`config.mk`:
```
export PLATFORM = sky130hd
export DESIGN_NAME = apbgpio_port
export DESIGN_NICKNAME = d
export VERILOG_FILES = /design/src/rtl/apbgpio_pkg.sv /design/src/rtl/apbgpio_bus_fsm.sv /design/src/rtl/apbgpio_sync.sv /design/src/rtl/apbgpio_pin_det.sv /design/src/rtl/apbgpio_port.sv
export SDC_FILE = /design/constraint.sdc
export NUM_CORES = 1
export LEC_CHECK = 0
export ABC_AREA = 1
export BUFFER_PORTS_ARGS = -buffer_cell sky130_fd_sc_hd__buf_2
export CAP_MARGIN = 30
export CORE_MARGIN = 5
export CORE_UTILIZATION = 45
export DETAILED_ROUTE_END_ITERATION = 10
export PLACE_DENSITY = 0.65
export SLEW_MARGIN = 20
export SYNTH_ARGS = -nofsm -noshare
export SYNTH_HDL_FRONTEND = slang
export SYNTH_SLANG_ARGS = --single-unit
```
`constraint.sdc`:
```
create_clock -name pclk -period 3.1 [get_ports pclk]
set_input_delay 0.31 -clock pclk [delete_from_list [all_inputs] [get_ports pclk]]
set_output_delay 0.31 -clock pclk [all_outputs]
set_load 0.02 [all_outputs]
```
`src/rtl/apbgpio_pkg.sv`:
```
`timescale 1ns/1ps
package apbgpio_pkg;

    // Bus phase tracker states
    typedef enum logic [1:0] {
        ST_IDLE   = 2'd0,
        ST_SETUP  = 2'd1,
        ST_ACCESS = 2'd2
    } bus_state_e;

    // Word index of control/status registers inside the register page
    typedef enum logic [2:0] {
        RG_DIR   = 3'd0,
        RG_SENSE = 3'd1,
        RG_BOTH  = 3'd2,
        RG_POL   = 3'd3,
        RG_IEN   = 3'd4,
        RG_RAW   = 3'd5,
        RG_MIS   = 3'd6,
        RG_CLR   = 3'd7
    } reg_idx_e;

endpackage

```
`src/rtl/apbgpio_bus_fsm.sv`:
```
`timescale 1ns/1ps
module apbgpio_bus_fsm
    import apbgpio_pkg::*;
(
    input  logic clk,
    input  logic rstn,
    input  logic psel,
    input  logic penable,
    output logic acc_ok
);

    bus_state_e state_q, state_d;

    // State register
    always_ff @(posedge clk or negedge rstn) begin
        if (!rstn) state_q <= ST_IDLE;
        else       state_q <= state_d;
    end

    // Next state and output
    always_comb begin
        state_d = ST_IDLE;
        acc_ok  = 1'b0;
        unique case (state_q)
            ST_IDLE: begin
                if (psel && !penable) state_d = ST_SETUP;       // T_START
            end
            ST_SETUP: begin
                if (psel && penable) begin
                    state_d = ST_ACCESS;                        // T_COMMIT
                    acc_ok  = 1'b1;
                end else if (psel) begin
                    state_d = ST_SETUP;                         // T_HOLD
                end
                                                                // else T_ABANDON
            end
            ST_ACCESS: begin
                if (psel && !penable) state_d = ST_SETUP;       // T_BACK2BACK
                                                                // else T_DONE
            end
            default: state_d = ST_IDLE;
        endcase
    end

endmodule

```
`src/rtl/apbgpio_sync.sv`:
```
`timescale 1ns/1ps
module apbgpio_sync #(
    parameter int W = 8
) (
    input  logic         clk,
    input  logic         rstn,
    input  logic [W-1:0] async_in,
    output logic [W-1:0] cur,
    output logic [W-1:0] prv
);

    logic [W-1:0] meta_q;

    always_ff @(posedge clk or negedge rstn) begin
        if (!rstn) begin
            meta_q <= '0;
            cur    <= '0;
            prv    <= '0;
        end else begin
            meta_q <= async_in;
            cur    <= meta_q;
            prv    <= cur;
        end
    end

endmodule

```
`src/rtl/apbgpio_pin_det.sv`:
```
`timescale 1ns/1ps
module apbgpio_pin_det (
    input  logic clk,
    input  logic rstn,
    input  logic cur,
    input  logic prv,
    input  logic lvl_mode,
    input  logic any_edge,
    input  logic pol,
    input  logic clr,
    output logic held,
    output logic raw
);

    logic rise, fall, evt;

    assign rise = cur & ~prv;
    assign fall = ~cur & prv;

    always_comb begin
        if (lvl_mode)      evt = 1'b0;
        else if (any_edge) evt = rise | fall;
        else if (pol)      evt = rise;
        else               evt = fall;
    end

    // Sticky edge latch: a new event beats a clear in the same cycle
    always_ff @(posedge clk or negedge rstn) begin
        if (!rstn)    held <= 1'b0;
        else if (evt) held <= 1'b1;
        else if (clr) held <= 1'b0;
    end

    assign raw = lvl_mode ? (cur == pol) : held;

endmodule

```
`src/rtl/apbgpio_port.sv`:
```
`timescale 1ns/1ps
module apbgpio_port
    import apbgpio_pkg::*;
#(
    parameter int NPIN   = 8,
    parameter int ADDR_W = 12
) (
    input  logic              pclk,
    input  logic              presetn,
    input  logic              psel,
    input  logic              penable,
    input  logic              pwrite,
    input  logic [ADDR_W-1:0] paddr,
    input  logic [NPIN-1:0]   pwdata,
    output logic [NPIN-1:0]   prdata,
    output logic              pready,
    output logic              pslverr,
    input  logic [NPIN-1:0]   pin_in,
    output logic [NPIN-1:0]   pin_out,
    output logic [NPIN-1:0]   pin_oe,
    output logic              irq_out
);

    localparam int PAGE_LSB = NPIN + 2;
    localparam int PAGE_W   = ADDR_W - PAGE_LSB;
    localparam logic [PAGE_W-1:0] REG_PAGE = PAGE_W'(1);

    logic acc_ok, wr_stb, rd_stb;
    logic in_data, in_regs;
    logic [NPIN-1:0] mask;
    reg_idx_e idx;

    logic [NPIN-1:0] dir_q, sense_q, both_q, pol_q, ien_q, out_q;
    logic [NPIN-1:0] s_cur, s_prv, edge_latch, raw_stat, mis_stat, clr_vec;
    logic [NPIN-1:0] rd_val;

    apbgpio_bus_fsm u_fsm (
        .clk     (pclk),
        .rstn    (presetn),
        .psel    (psel),
        .penable (penable),
        .acc_ok  (acc_ok)
    );

    assign wr_stb  = acc_ok & pwrite;
    assign rd_stb  = acc_ok & ~pwrite;
    assign pready  = 1'b1;
    assign pslverr = 1'b0;

    // Address decode
    assign mask    = paddr[PAGE_LSB-1:2];
    assign in_data = (paddr[ADDR_W-1:PAGE_LSB] == '0);
    assign in_regs = (paddr[ADDR_W-1:PAGE_LSB] == REG_PAGE) &&
                     (paddr[PAGE_LSB-1:5] == '0) && (paddr[1:0] == 2'b00);
    assign idx     = reg_idx_e'(paddr[4:2]);

    // Configuration and output registers
    always_ff @(posedge pclk or negedge presetn) begin
        if (!presetn) begin
            dir_q   <= '0;
            sense_q <= '0;
            both_q  <= '0;
            pol_q   <= '0;
            ien_q   <= '0;
            out_q   <= '0;
        end else if (wr_stb) begin
            if (in_data) begin
                out_q <= (out_q & ~(mask & dir_q)) | (pwdata & mask & dir_q);
            end else if (in_regs) begin
                unique case (idx)
                    RG_DIR:   dir_q   <= pwdata;
                    RG_SENSE: sense_q <= pwdata;
                    RG_BOTH:  both_q  <= pwdata;
                    RG_POL:   pol_q   <= pwdata;
                    RG_IEN:   ien_q   <= pwdata;
                    RG_RAW, RG_MIS, RG_CLR: ;
                    default: ;
                endcase
            end
        end
    end

    assign clr_vec = (wr_stb && in_regs && idx == RG_CLR) ? pwdata : '0;

    apbgpio_sync #(.W(NPIN)) u_sync (
        .clk      (pclk),
        .rstn     (presetn),
        .async_in (pin_in),
        .cur      (s_cur),
        .prv      (s_prv)
    );

    for (genvar i = 0; i < NPIN; i++) begin : g_pin
        apbgpio_pin_det u_det (
            .clk      (pclk),
            .rstn     (presetn),
            .cur      (s_cur[i]),
            .prv      (s_prv[i]),
            .lvl_mode (sense_q[i]),
            .any_edge (both_q[i]),
            .pol      (pol_q[i]),
            .clr      (clr_vec[i]),
            .held     (edge_latch[i]),
            .raw      (raw_stat[i])
        );
    end

    assign mis_stat = raw_stat & ien_q;
    assign irq_out  = |mis_stat;
    assign pin_out  = out_q;
    assign pin_oe   = dir_q;

    // Read mux
    always_comb begin
        rd_val = '0;
        if (in_data) begin
            rd_val = mask & ((dir_q & out_q) | (~dir_q & s_cur));
        end else if (in_regs) begin
            unique case (idx)
                RG_DIR:   rd_val = dir_q;
                RG_SENSE: rd_val = sense_q;
                RG_BOTH:  rd_val = both_q;
                RG_POL:   rd_val = pol_q;
                RG_IEN:   rd_val = ien_q;
                RG_RAW:   rd_val = raw_stat;
                RG_MIS:   rd_val = mis_stat;
                RG_CLR:   rd_val = '0;
                default:  rd_val = '0;
            endcase
        end
    end

    assign prdata = rd_stb ? rd_val : '0;

endmodule

```
==> results.ini <==
[worst_setup_path]
path_class=register to output port
slowest_stage=nor2_1
critical-path-max-stage-delay_ns=0.66
crit_path_end_kind=output port
crit_fanout=8
critPathArrivalTime_ns=2.32
cp.buffers_inverters=2
start_kind=register
worstPathCellList=inv_1 > nand3_1 > nor2_1 > o21ai_0 > a21oi_1 > buf_2
worstPathRequired_ns=2.79
crit_family=simple AND/OR/NAND/NOR gates

[routing]
vias=3908
routed_wl_um=11740
drc=0
top_layer_used=met4
vias_per_cell=5.295
wl_met2_um=5457
drt_iter0_markers=265
antenna_left=0
dr.pass1.iters=6
wl_met3_um=826
wl_per_cell_um=15.90
wl_met1_um=5273

[die]
dieHeight_um=109.9
die-area_um2=12070
rows=36
io_pins=60
start_util_pct=46.12
core_area_um2=9729
die_x_um=109.9

[pwr]
cellPowerDensity_nw_per_um2=396.3
vdd_drop_max_uv=270.3
leakage_nw=2.487

[placement]
gp_congestion=0.9056
io_buffers=57
pre_cts_slack_ns=0.8717
dp_hpwl_um=8407

[cts]
cts_root_buf=clkbuf_8
cts_tree=done
cts_resized=0
cts_max_path_buffers=2
clock_sinks=82
cts_buffers=9
postCtsSetupRepairBufs=0
clk_latency_ns=0.37
path_clk_slew_ns=0.08
htree_num_levels=3

[global_route]
grt_pass1_vias=3820
grt_max_degree=50
antenna_found_initial=0
track_usage_pct=21.03
grt-ovfl-total=0
grt_pass1_wl_um=19260

[finish]
diodes=0
drive_gt1_share_pct=18.68
syn2layout_area_growth_pct=12.35
layout_common_cells=nand2_1, dfrtp_1, inv_1
final_net_count=649
final_common_cell=nand2_1

[timing]
min_period_over_period_pct=84.87
hold_viol=0
report.final.slew_viol_count=0
max_slew_margin_pct=42.81
fin_tns_setup_ns=0
clock.fmax_ghz=0.3801
setup_violations=0
rsz0062_at_grt=false
min_period_ns=2.631
worst_pin_slew_ns=0.8547
fin_worst_skew_ns=0.009791
timing.final.ws_setup_ns=0.4690

[synth]
synthCells=542
synth_area_um2=4487
synth_nets=591
seq_area_frac_synth_pct=45.73
synth_seq_cells=82
ys_types=34
yosys_warnings=0
synth_area_per_cell_um2=8.278

[job]
drv_cap=0

[run_status]
status=completed

[hold_path]
worst_hold_path_type=input pin to register

==> cells in the mapped netlist <==
master	instances	area [um^2]
o21ai_1	22	110.1
nand3_1	30	150.1
o21ai_2	10	87.58
inv_2	5	18.77
nor2_8	2	40.04
nor2_4	2	22.52
nand3b_1	1	7.510
nand3_4	2	35.03
nand4_4	3	63.81
nor2_2	1	6.260
clkinv_1	1	3.750
nor3_4	2	32.53
nor3_1	1	5.000
o21ai_0	46	230.2
nand3b_2	1	11.26
nand3_2	1	10.01
nand4_1	6	37.54
or2_2	8	50.05
nand2_2	2	12.51
nand2_1	130	488.0
a21oi_1	32	160.2
ha_1	16	200.2
nor2_1	51	191.4
conb_1	2	7.510
buf_6	7	78.83
nand4_2	1	12.51
o2111ai_1	1	8.760
clkbuf_1	1	3.750
a221o_1	7	70.07
buf_4	4	30.03
xor2_1	2	17.52
dfrtp_1	82	2052
nor3_2	1	10.01
inv_1	59	221.5
==> through the flow <==
step	cells	utilization, %	power (mW)	hold slack, ns	cell area [um^2]
3_3_place_gp	720	49.63	1.274	0.3324	4828
4_1_cts	738	51.81	2.015	0.03030	5041
2_1_floorplan	542	-	1.208	0.01441	4487
3_5_place_dp	721	49.83	1.282	0.3357	4848
6_report	738	51.81	1.998	0.03837	5041
5_1_grt	738	51.81	2.090	0.02351	5041
==> flip-flops by register name, indices dropped and copies added, names as in the netlist <==
| signal | flops |
|---|---|
| g_pin.u_det.held | 8 |
| ien_q | 8 |
| u_sync.prv | 8 |
| pin_out | 8 |
| u_sync.meta_q | 8 |
| both_q | 8 |
| u_fsm.state_q | 2 |
| pol_q | 8 |
| u_sync.cur | 8 |
| sense_q | 8 |
| pin_oe | 8 |
==> routing by layer <==
metal  track usage, %  vias to the layer above
met4            6.946                        0
met5                0                        -
li1                 -                     1895
met1            29.15                     1864
met3            4.580                       16
met2            32.63                      133
==> area by class of cell <==
class                           count  area, um^2
Clock buffer                       14       172.7
Timing Repair Buffer               59       317.8
Tap cell                          133       166.4
Fill cell                         959        4688
Inverter                           65       244.0
Sequential cell                    82        2052
Clock inverter                      2       10.01
Multi-Input combinational cell    383        2078
==> where the power goes <==
group / leakage [nW] / internal [mW] / switching, mW
clock network: 0.0965 / 0.355 / 0.382
logic: 1.39 / 0.0498 / 0.112
registers: 1.01 / 1.09 / 0.0135
total: 2.49 / 1.49 / 0.507
==> worst paths after layout <==
kind,start,endpoint,slack (ns),cells past startpoint
max,u_fsm.state_q[1],prdata[3],0.47,6
min,pin_in[0],u_sync.meta_q[0],0.04,1
max reg2reg,u_fsm.state_q[1],pol_q[3],1.37,7
min reg2reg,u_sync.meta_q[1],u_sync.cur[1],0.35,0
max in group asynchronous,presetn,pin_out[4],1.96,3
min in group asynchronous,presetn,u_sync.cur[1],0.53,2
==> what timing repair did <==
item / in CTS / in global routing
hold buffers: 1 / 0
hold endpoints to repair: 48 / 0
setup endpoints to repair: 0 / 0
==> cells by family (layout without fill, tap and decap cells) <==
group	after synthesis	count (layout)	share of synthesized area, %
compound gates	118	118	14.86
xor+xnor	2	2	0.3905
fa+ha+maj	16	16	4.462
buf+inv	77	140	7.948
flops	82	82	45.73
other cells	2	2	0.1674
simple gates	245	245	26.44
(Power assumes the default switching activity.)
